## src/rtl/i2cs_pkg.sv

```systemverilog
package i2cs_pkg;
  typedef enum logic [2:0] {
    ST_IDLE, ST_ADDR, ST_ACKW, ST_ACKH, ST_RX, ST_TX, ST_TXACK, ST_IGN
  } eng_st_t;

  localparam logic [2:0] OFS_CTRL  = 3'd0;
  localparam logic [2:0] OFS_STAT  = 3'd1;
  localparam logic [2:0] OFS_OWNA  = 3'd2;
  localparam logic [2:0] OFS_OWNB  = 3'd3;
  localparam logic [2:0] OFS_DATA  = 3'd4;

  localparam int SB_RXF  = 7;
  localparam int SB_TXF  = 6;
  localparam int SB_HITA = 5;
  localparam int SB_HITB = 4;
  localparam int SB_DIR  = 3;
  localparam int SB_RACK = 2;
  localparam int SB_BUSY = 1;
  localparam int SB_RSF  = 0;

  localparam int CB_EN   = 7;
  localparam int CB_ACKL = 0;
endpackage

```

## src/rtl/i2cs_front.sv

```systemverilog
module i2cs_front #(
  parameter int STAGES = 2
) (
  input  logic clk,
  input  logic rst,
  input  logic scl_i,
  input  logic sda_i,
  output logic sda_s,
  output logic scl_rise,
  output logic scl_fall,
  output logic start_p,
  output logic stop_p
);
  localparam int NLINES = 2;

  logic [NLINES-1:0] raw_v;
  logic [NLINES-1:0] cur_v;
  logic [NLINES-1:0] old_v;

  assign raw_v = {sda_i, scl_i};

  for (genvar g = 0; g < NLINES; g++) begin : g_line
    logic [STAGES:0] stg;
    always_ff @(posedge clk) begin
      if (rst) stg <= '1;
      else     stg <= {stg[STAGES-1:0], raw_v[g]};
    end
    assign cur_v[g] = stg[STAGES-1];
    assign old_v[g] = stg[STAGES];
  end

  logic scl_c, scl_o, sda_c, sda_o;
  assign scl_c = cur_v[0];
  assign scl_o = old_v[0];
  assign sda_c = cur_v[1];
  assign sda_o = old_v[1];

  assign sda_s    = sda_c;
  assign scl_rise = scl_c & ~scl_o;
  assign scl_fall = ~scl_c & scl_o;
  assign start_p  = scl_c & scl_o & sda_o & ~sda_c;
  assign stop_p   = scl_c & scl_o & ~sda_o & sda_c;
endmodule

```

## src/rtl/i2cs_engine.sv

```systemverilog
module i2cs_engine
  import i2cs_pkg::*;
#(
  parameter int DW = 8
) (
  input  logic          clk,
  input  logic          rst,
  input  logic          en,
  input  logic          sda_s,
  input  logic          scl_rise,
  input  logic          scl_fall,
  input  logic          start_p,
  input  logic          stop_p,
  input  logic [DW-2:0] own_a,
  input  logic [DW-2:0] own_b,
  input  logic          ack_lvl,
  input  logic [DW-1:0] tx_byte,
  output logic          sda_oe,
  output logic          busy,
  output logic          dir,
  output logic          rx_ack,
  output logic          ev_addr,
  output logic          hit_a,
  output logic          hit_b,
  output logic          ev_rx,
  output logic [DW-1:0] rx_byte,
  output logic          ev_tx,
  output logic          ev_rs,
  output logic          ign
);
  localparam int CW = $clog2(DW);
  localparam logic [CW-1:0] LAST = CW'(DW - 1);

  eng_st_t       st;
  logic [CW-1:0] cnt;
  logic [DW-2:0] sh;
  logic          ack_drv;
  logic          nxt_tx;
  logic          m_a, m_b;

  assign m_a = (sh == own_a);
  assign m_b = (sh == own_b);
  assign ign = (st == ST_IGN);

  always_ff @(posedge clk) begin
    if (rst) begin
      st <= ST_IDLE; cnt <= '0; sh <= '0; sda_oe <= 1'b0; busy <= 1'b0;
      dir <= 1'b0; rx_ack <= 1'b0; ack_drv <= 1'b0; nxt_tx <= 1'b0;
      ev_addr <= 1'b0; hit_a <= 1'b0; hit_b <= 1'b0; ev_rx <= 1'b0;
      rx_byte <= '0; ev_tx <= 1'b0; ev_rs <= 1'b0;
    end else if (!en) begin
      st <= ST_IDLE; sda_oe <= 1'b0; busy <= 1'b0; cnt <= '0;
      ev_addr <= 1'b0; ev_rx <= 1'b0; ev_tx <= 1'b0; ev_rs <= 1'b0;
    end else begin
      ev_addr <= 1'b0; ev_rx <= 1'b0; ev_tx <= 1'b0; ev_rs <= 1'b0;
      if (start_p) begin
        ev_rs  <= busy;
        busy   <= 1'b1;
        st     <= ST_ADDR;
        cnt    <= '0;
        sda_oe <= 1'b0;
      end else if (stop_p) begin
        busy   <= 1'b0;
        st     <= ST_IDLE;
        sda_oe <= 1'b0;
      end else begin
        unique case (st)
          ST_ADDR: if (scl_rise) begin
            sh  <= {sh[DW-3:0], sda_s};
            cnt <= cnt + 1'b1;
            if (cnt == LAST) begin
              dir     <= sda_s;
              ev_addr <= 1'b1;
              hit_a   <= m_a;
              hit_b   <= m_b;
              if (m_a || m_b) begin
                ack_drv <= 1'b1;
                nxt_tx  <= sda_s;
                st      <= ST_ACKW;
              end else begin
                st <= ST_IGN;
              end
            end
          end
          ST_ACKW: if (scl_fall) begin
            sda_oe <= ack_drv;
            st     <= ST_ACKH;
          end
          ST_ACKH: if (scl_fall) begin
            cnt <= '0;
            if (nxt_tx) begin
              sh     <= tx_byte[DW-2:0];
              sda_oe <= ~tx_byte[DW-1];
              st     <= ST_TX;
            end else begin
              sda_oe <= 1'b0;
              st     <= ST_RX;
            end
          end
          ST_RX: if (scl_rise) begin
            sh  <= {sh[DW-3:0], sda_s};
            cnt <= cnt + 1'b1;
            if (cnt == LAST) begin
              rx_byte <= {sh, sda_s};
              ev_rx   <= 1'b1;
              ack_drv <= ~ack_lvl;
              nxt_tx  <= 1'b0;
              st      <= ST_ACKW;
            end
          end
          ST_TX: if (scl_fall) begin
            if (cnt == LAST) begin
              sda_oe <= 1'b0;
              ev_tx  <= 1'b1;
              st     <= ST_TXACK;
            end else begin
              sda_oe <= ~sh[DW-2];
              sh     <= {sh[DW-3:0], 1'b0};
              cnt    <= cnt + 1'b1;
            end
          end
          ST_TXACK: if (scl_rise) begin
            rx_ack <= sda_s;
            if (!sda_s) begin
              nxt_tx <= 1'b1;
              st     <= ST_ACKH;
            end else begin
              st <= ST_IGN;
            end
          end
          default: ;
        endcase
      end
    end
  end
endmodule

```

## src/rtl/i2cs_regs.sv

```systemverilog
module i2cs_regs
  import i2cs_pkg::*;
#(
  parameter int          DW     = 8,
  parameter int          AW     = 3,
  parameter logic [DW-1:0] OWNA_RST = 8'hA0,
  parameter logic [DW-1:0] OWNB_RST = 8'h60
) (
  input  logic          clk,
  input  logic          rst,
  input  logic          reg_wr,
  input  logic [AW-1:0] reg_addr,
  input  logic [DW-1:0] reg_wdata,
  output logic [DW-1:0] reg_rdata,
  input  logic          ev_rx,
  input  logic [DW-1:0] rx_byte,
  input  logic          ev_tx,
  input  logic          ev_addr,
  input  logic          hit_a_i,
  input  logic          hit_b_i,
  input  logic          ev_rs,
  input  logic          dir,
  input  logic          rx_ack,
  input  logic          busy,
  output logic          en,
  output logic          ack_lvl,
  output logic [DW-2:0] own_a,
  output logic [DW-2:0] own_b,
  output logic [DW-1:0] data_q,
  output logic          rx_f,
  output logic          tx_f,
  output logic          hit_a,
  output logic          rs_f,
  output logic [DW-1:0] status
);
  logic hit_b;
  logic wr_ctrl, wr_stat, wr_owna, wr_ownb, wr_data;

  assign wr_ctrl = reg_wr && (reg_addr == AW'(OFS_CTRL));
  assign wr_stat = reg_wr && (reg_addr == AW'(OFS_STAT));
  assign wr_owna = reg_wr && (reg_addr == AW'(OFS_OWNA));
  assign wr_ownb = reg_wr && (reg_addr == AW'(OFS_OWNB));
  assign wr_data = reg_wr && (reg_addr == AW'(OFS_DATA));

  always_ff @(posedge clk) begin
    if (rst) begin
      en <= 1'b0; ack_lvl <= 1'b0;
      own_a <= OWNA_RST[DW-1:1]; own_b <= OWNB_RST[DW-1:1];
      data_q <= '0; rx_f <= 1'b0; tx_f <= 1'b0; rs_f <= 1'b0;
      hit_a <= 1'b0; hit_b <= 1'b0;
    end else begin
      if (wr_ctrl) begin
        en      <= reg_wdata[CB_EN];
        ack_lvl <= reg_wdata[CB_ACKL];
      end
      if (wr_owna) own_a <= reg_wdata[DW-1:1];
      if (wr_ownb) own_b <= reg_wdata[DW-1:1];
      if (ev_rx)        data_q <= rx_byte;
      else if (wr_data) data_q <= reg_wdata;
      if (ev_rx)                            rx_f <= 1'b1;
      else if (wr_stat && reg_wdata[SB_RXF]) rx_f <= 1'b0;
      if (ev_tx)                            tx_f <= 1'b1;
      else if (wr_stat && reg_wdata[SB_TXF]) tx_f <= 1'b0;
      if (ev_rs)                            rs_f <= 1'b1;
      else if (wr_stat && reg_wdata[SB_RSF]) rs_f <= 1'b0;
      if (ev_addr) begin
        hit_a <= hit_a_i;
        hit_b <= hit_b_i;
      end
    end
  end

  always_comb begin
    status          = '0;
    status[SB_RXF]  = rx_f;
    status[SB_TXF]  = tx_f;
    status[SB_HITA] = hit_a;
    status[SB_HITB] = hit_b;
    status[SB_DIR]  = dir;
    status[SB_RACK] = rx_ack;
    status[SB_BUSY] = busy;
    status[SB_RSF]  = rs_f;
  end

  always_ff @(posedge clk) begin
    if (rst) begin
      reg_rdata <= '0;
    end else begin
      unique case (reg_addr)
        AW'(OFS_CTRL): reg_rdata <= {en, {(DW-2){1'b0}}, ack_lvl};
        AW'(OFS_STAT): reg_rdata <= status;
        AW'(OFS_OWNA): reg_rdata <= {own_a, 1'b0};
        AW'(OFS_OWNB): reg_rdata <= {own_b, 1'b0};
        AW'(OFS_DATA): reg_rdata <= data_q;
        default:       reg_rdata <= '0;
      endcase
    end
  end
endmodule

```

## src/rtl/i2c_dual_slave.sv

```systemverilog
module i2c_dual_slave #(
  parameter int            DW       = 8,
  parameter int            AW       = 3,
  parameter int            STAGES   = 2,
  parameter logic [DW-1:0] OWNA_RST = 8'hA0,
  parameter logic [DW-1:0] OWNB_RST = 8'h60
) (
  input  logic          clk,
  input  logic          rst,
  input  logic          reg_wr,
  input  logic [AW-1:0] reg_addr,
  input  logic [DW-1:0] reg_wdata,
  output logic [DW-1:0] reg_rdata,
  output logic          rx_irq,
  output logic          tx_irq,
  input  logic          scl_i,
  input  logic          sda_i,
  output logic          sda_oe
);
  logic          sda_s, scl_rise, scl_fall, start_p, stop_p;
  logic          ctl_en, ack_lvl;
  logic [DW-2:0] own_a, own_b;
  logic [DW-1:0] data_q, rx_byte, status;
  logic          eng_busy, eng_dir, eng_rack, ev_addr, e_hit_a, e_hit_b;
  logic          ev_rx, ev_tx, ev_rs, eng_ign;
  logic          hit_a_flag, rs_flag;

  i2cs_front #(.STAGES(STAGES)) u_front (
    .clk(clk), .rst(rst), .scl_i(scl_i), .sda_i(sda_i), .sda_s(sda_s),
    .scl_rise(scl_rise), .scl_fall(scl_fall), .start_p(start_p), .stop_p(stop_p)
  );

  i2cs_engine #(.DW(DW)) u_eng (
    .clk(clk), .rst(rst), .en(ctl_en), .sda_s(sda_s),
    .scl_rise(scl_rise), .scl_fall(scl_fall), .start_p(start_p), .stop_p(stop_p),
    .own_a(own_a), .own_b(own_b), .ack_lvl(ack_lvl), .tx_byte(data_q),
    .sda_oe(sda_oe), .busy(eng_busy), .dir(eng_dir), .rx_ack(eng_rack),
    .ev_addr(ev_addr), .hit_a(e_hit_a), .hit_b(e_hit_b), .ev_rx(ev_rx),
    .rx_byte(rx_byte), .ev_tx(ev_tx), .ev_rs(ev_rs), .ign(eng_ign)
  );

  i2cs_regs #(.DW(DW), .AW(AW), .OWNA_RST(OWNA_RST), .OWNB_RST(OWNB_RST)) u_regs (
    .clk(clk), .rst(rst), .reg_wr(reg_wr), .reg_addr(reg_addr),
    .reg_wdata(reg_wdata), .reg_rdata(reg_rdata),
    .ev_rx(ev_rx), .rx_byte(rx_byte), .ev_tx(ev_tx), .ev_addr(ev_addr),
    .hit_a_i(e_hit_a), .hit_b_i(e_hit_b), .ev_rs(ev_rs), .dir(eng_dir),
    .rx_ack(eng_rack), .busy(eng_busy), .en(ctl_en), .ack_lvl(ack_lvl),
    .own_a(own_a), .own_b(own_b), .data_q(data_q), .rx_f(rx_irq),
    .tx_f(tx_irq), .hit_a(hit_a_flag), .rs_f(rs_flag), .status(status)
  );
endmodule

```

## config.mk

```make
export PLATFORM = sky130hd
export DESIGN_NAME = i2c_dual_slave
export DESIGN_NICKNAME = d
export VERILOG_FILES = /design/src/rtl/i2cs_pkg.sv /design/src/rtl/i2cs_front.sv /design/src/rtl/i2cs_engine.sv /design/src/rtl/i2cs_regs.sv /design/src/rtl/i2c_dual_slave.sv
export SDC_FILE = /design/constraint.sdc
export NUM_CORES = 1
export LEC_CHECK = 0
export ABC_AREA = 0
export ABC_CLOCK_PERIOD_IN_PS = 2440
export BUFFER_PORTS_ARGS = -buffer_cell sky130_fd_sc_hd__buf_4
export CORE_MARGIN = 3
export CORE_UTILIZATION = 45
export DETAILED_ROUTE_END_ITERATION = 6
export PLACE_DENSITY = 0.64
export SYNTH_ARGS = -nofsm -noshare
export SYNTH_HDL_FRONTEND = slang
export SYNTH_SLANG_ARGS = --single-unit
```

## constraint.sdc

```tcl
create_clock -name clk -period 2.44 [get_ports clk]
set_clock_uncertainty 0.1 [all_clocks]
set_input_delay 0.244 -clock clk [delete_from_list [all_inputs] [get_ports clk]]
set_output_delay 0.244 -clock clk [all_outputs]
set_load 0.01 [all_outputs]
```

==> Yosys cells after proc, flatten, opt, wreduce, memory -nomap -nowiden <==
Cells that the tools add are included.
{ "totals": {"reg_bits": 76, "inputBits": 16, "wordCells": 186} }
{ "classes": {"n_addsub": 1, "eq_ne": 36, "muxes": 59, "bitwise_logic": 21, "reduce_logical": 39} }
{ "ops": {"columns": ["operator", "count"], "rows": [
  ["$mux 3", 15],
  ["$pmux 8 s5", 1],
  ["$mux 7", 5],
  ["$mux 1", 30],
  ["$ne 4x4->1 const B", 6],
  ["$pmux 7 s3", 1],
  ["$reduce_and 10->1", 2],
  ["$pmux 3 s6", 1],
  ["$reduce_and 6->1", 3],
  ["$reduce_and 9->1", 2],
  ["$mux 8", 2],
  ["$ne 2x2->1 const B", 8],
  ["$eq 3x3->1 const B", 5],
  ["$eq 7x7->1", 2],
  ["$not 1->1", 14],
  ["$eq 3x2->1 const B", 4],
  ["$ne 2x1->1 const B", 6],
  ["$ne 4x3->1 const B", 3],
  ["$reduce_bool 2->1", 6],
  ["$reduce_and 11->1", 1],
  ["$reduce_or 5->1", 2],
  ["$pmux 3 s3", 1],
  ["$reduce_bool 3->1", 3],
  ["$logic_and 1x1->1", 8],
  ["other kinds (15)", 25]
]} }

==> Logic depth before layout (Yosys ltp) <==
{ "depth": {"ltp_word": 8, "ltp_mapped": 9, "mapped_depth_nobuf": 8} }

==> Hierarchy <==
From an unflattened synthesis, not the netlist that was laid out.
{ "unflattened": {"hier_cells": 415, "area_unflattened_um2": 3733.6} }
{ "by_module_without_submodules": {"columns": ["mod", "n_inst", "cells_per_inst", "area_per_inst_um2"], "rows": [
  ["i2cs_engine", 1, 217, 1781.7],
  ["i2cs_regs", 1, 182, 1761.7],
  ["i2cs_front", 1, 16, 190.2]
]} }

==> Worst setup path after synthesis <==
OpenSTA, ideal clock, no wires.
{ "synth_timing": {"path_type": "flip-flop to flip-flop", "startpoint": "reg u_eng.cnt[0]", "endpoint": "reg u_eng.sh[6]", "setup_time_ns": 0.079, "arrival_time_ns": 1.789, "required_time_ns": 2.261, "path_slack_ns": 0.471, "path_stages_with_launch": 10, "path_cell_list": "dfxtp_1 > ha_1 > ha_1 > and4bb_1 > o211ai_1 > nand2_2 > o2111a_2 > buf_6 > nor2_1 > a211oi_2"} }
{ "synth_between": {"elab_chain_len": 3} }
{ "synth_lines": {"columns": ["item", "line_no", "text"], "rows": [
  ["start: declaration", "i2cs_engine.sv:35", "logic [CW-1:0] cnt;"],
  ["start signal: assignment", "i2cs_engine.sv:70", "cnt <= cnt + 1'b1;"],
  ["start signal: assignment", "i2cs_engine.sv:102", "cnt <= cnt + 1'b1;"],
  ["start signal: assignment", "i2cs_engine.sv:119", "cnt <= cnt + 1'b1;"],
  ["$eq 3x3->1", "i2cs_engine.sv:112", "if (cnt == LAST) begin"],
  ["$ne 2x2->1 (no line)", null, null],
  ["$reduce_and 9->1 (no line)", null, null],
  ["end signal: assignment", "i2cs_engine.sv:92", "sh <= tx_byte[DW-2:0];"],
  ["end signal: assignment", "i2cs_engine.sv:101", "sh <= {sh[DW-3:0], sda_s};"],
  ["end signal: assignment", "i2cs_engine.sv:118", "sh <= {sh[DW-3:0], 1'b0};"],
  ["end: declaration", "i2cs_engine.sv:36", "logic [DW-2:0] sh;"]
]} }
No other way between the ends.
A chain may end at the register's enable or synchronous reset.

==> Worst setup path in the final report <==
{ "layout_timing": {"startpoint": "reg u_eng.cnt[0]", "endpoint": "reg u_eng.sh[2]"} }
The elaborated chain is that of the path after synthesis.

==> summary.txt <==
Worst-skew pair later-pin latency: 0.35 ns
Count leader, synth: dfxtp_1
Fin cells: 506
Seq/Total Area, Yosys: 43.7%
Number of global-route vias before repair: 2637
DR iter-0 viols: 206
Max Fclk: 450 MHz
CTS tree: done
Fill count: 723
H-tree levels: 3
Pins Over Slew Limit: 0
Ys async rst share: 0%
Dpl hpwl: 5670 um
Slew @ Worst Pin: 0.669 ns
Number of diodes: 0
Ports: 27
Setup slack, reg-to-reg: 0.22 ns
Root Driver: clkbuf_8
Synth warn: 0
Largest area contributor in the netlist: dfxtp_1
CP Launch Type: flip-flop
Period minus WS final: 2.22 ns
I/O Buffers: 26
Clock tree buffer depth: 2
Post-synthesis cell type count: 50
Initial antenna violation count: 0
Core area: 7370 um^2
Die area: 8830 um^2
Residual DRC: 0
Number of synthesized flops with an enable pin: 0
CP Data Arrival Time: 2.38 ns
Gpl congestion: 0.864
Dominant synthesized flop cell: dfxtp_1
Total power: 2480 uW
Pin count of the biggest net entering global routing: 64
WHS: 0.0111 ns
Status: completed
Slew headroom: 55.4%
Routed WL per cell: 16.2 um
Setup-failing EPs final: 0
Antenna viol nets, final: 0
Initial core utilization: 47.2%
Fraction of layout cells with a size suffix above 1: 16.0%
Die W: 94.0 um
P_leak: 0.00156 uW
Max FO, Critical Path: 14
WS Path Type: reg -> reg
TritonCTS buffer count: 9
Post-Syn Nets: 399
Hold crit path type: in -> reg
Grt ovf: 0
Die height: 94.0 um
Post-synth top cells: dfxtp_1 (76), nor2_1 (69), mux2i_1 (42), nand2_1 (15), o21ai_0 (15)
Synth top area share: 43.7%
Top cells by area, synth: dfxtp_1 (44%), mux2i_1 (12%), nor2_1 (7.4%)
Unrepaired setup endpoints after global routing: no
Area growth syn-to-layout: 14.4%
Routed wire length: 8180 um
Placed insts: 488
Final Hold Fails: 0
CTS sink cnt: 76
Worst path required time: 2.60 ns
Mapped Cells: 381
Final cycle utilization of the critical path: 91.1%
Rows: 31
Pwr Density: 623 nW/um^2
First-pass iteration count of the detailed router: 5
First-pass GRT wire length: 13200 um
Post-cts gate resize count: 0
Syn_area_per_cell: 9.14 um^2
Peak supply drop: 0.250 mV
Max-cap viol count: 0
Type of destination of the critical path: flip-flop
Vias: 2829
DR vias/cell: 5.59
Post-route setup TNS: 0 ns
Seq cells post-synth: 76
Final #Nets: 420
Synth Cell Area: 3480 um^2
CTS clock-pin slew for the worst setup and hold paths: 0.08 ns
GRT Util Overall: 19.5%
==> layout make-up <==
cell class	count	area, um^2	area share, %
clock inverters	5	85.1	2.14
repair buffers	34	260	6.53
inverters	7	26.3	0.660
well taps	99	124	3.11
clock buffers	11	141	3.55
multi-input cells	274	1820	45.8
flip-flops and latches	76	1520	38.2
==> what timing repair did <==
item | in CTS | in global routing
setup endpoints to repair | 0 | 0
setup buffers | 0 | 0
hold buffers | 2 | 0
endpoints found under the hold margin | 2 | 0
==> cells by family (layout without fill, tap and decap cells) <==
group / count (synthesis) / after routing / share of synthesized area, %
simple gates: 138 / 138 / 19.5
compound gates: 77 / 77 / 16.3
flops: 76 / 76 / 43.7
mux: 42 / 42 / 12.1
buf+inv: 31 / 57 / 3.92
xor+xnor: 15 / 15 / 3.77
fa+ha+maj: 2 / 2 / 0.719
==> critical path, stage by stage (launching register included) <==
cell      delay [ns]
dfxtp_1         0.33
ha_1            0.20
ha_1            0.29
and4bb_1        0.28
o211ai_1        0.09
nand2_2         0.15
o2111a_2        0.41
nor2_1          0.07
a211oi_1        0.20
==> per-stage QoR <==
stage | cell area, um^2 | setup slack, ns | util, %
6_report | 3980 | 0.217 | 54.0
5_1_grt | 3980 | 0.0535 | 54.0
4_1_cts | 3980 | 0.217 | 54.0
3_5_place_dp | 3740 | 0.240 | 50.7
3_3_place_gp | 3740 | 0.314 | 50.7
2_1_floorplan | 3480 | 0.471 | -
==> placed cells by master (no fill, tap or decap), drive strengths merged, types with 3 or more instances in the layout <==
cell,count
buf,32
nor2b,5
a222oi,7
nand2,16
or2,7
xnor2,6
clkbuf,11
o21ai,17
mux2i,42
a21oi,13
nand2b,6
a211o,5
nor3,4
nor4,5
a31oi,4
inv,7
and3,7
xor2,9
nand4,3
nor2,69
a211oi,15
nand3,6
dfxtp,76
a22o,6
==> registers in the layout, summed over array words and instances, names as in the netlist, 3 cells and up <==
name                count
u_eng.cnt               3
u_eng.rx_byte           8
u_eng.sh                7
u_eng.st                3
u_front.g_line.stg      6
u_regs.data_q           8
u_regs.own_a            7
u_regs.own_b            7
u_regs.reg_rdata        8
==> where the power goes <==
part | switching, uW | total [uW] | internal, uW
registers | 17.8 | 1270 | 1260
clock network | 462 | 1070 | 608
logic | 78.2 | 137 | 58.7
==> layer usage <==
layer,GRT usage [%],share of wire (%)
met1,27.0,49
met2,29.6,44
met3,3.21,4.7
met5,0,0
met4,8.90,2.0
==> path summary, 6_finish.rpt <==
kind | from | endpoint | cells after the start
setup / recovery | u_eng.cnt[0]$_SDFFE_PP0P_ | u_eng.sh[2]$_SDFFE_PP0P_ | 8
hold / removal | reg_wdata[5] | u_regs.own_a[4]$_SDFFE_PP1P_ | 2
setup reg to reg | u_eng.cnt[0]$_SDFFE_PP0P_ | u_eng.sh[2]$_SDFFE_PP0P_ | 8
hold reg to reg | u_front.g_line[1].stg[0]$_SDFF_PP1_ | u_front.g_line[1].stg[1]$_SDFF_PP1_ | 1
(Power assumes the default switching activity.)
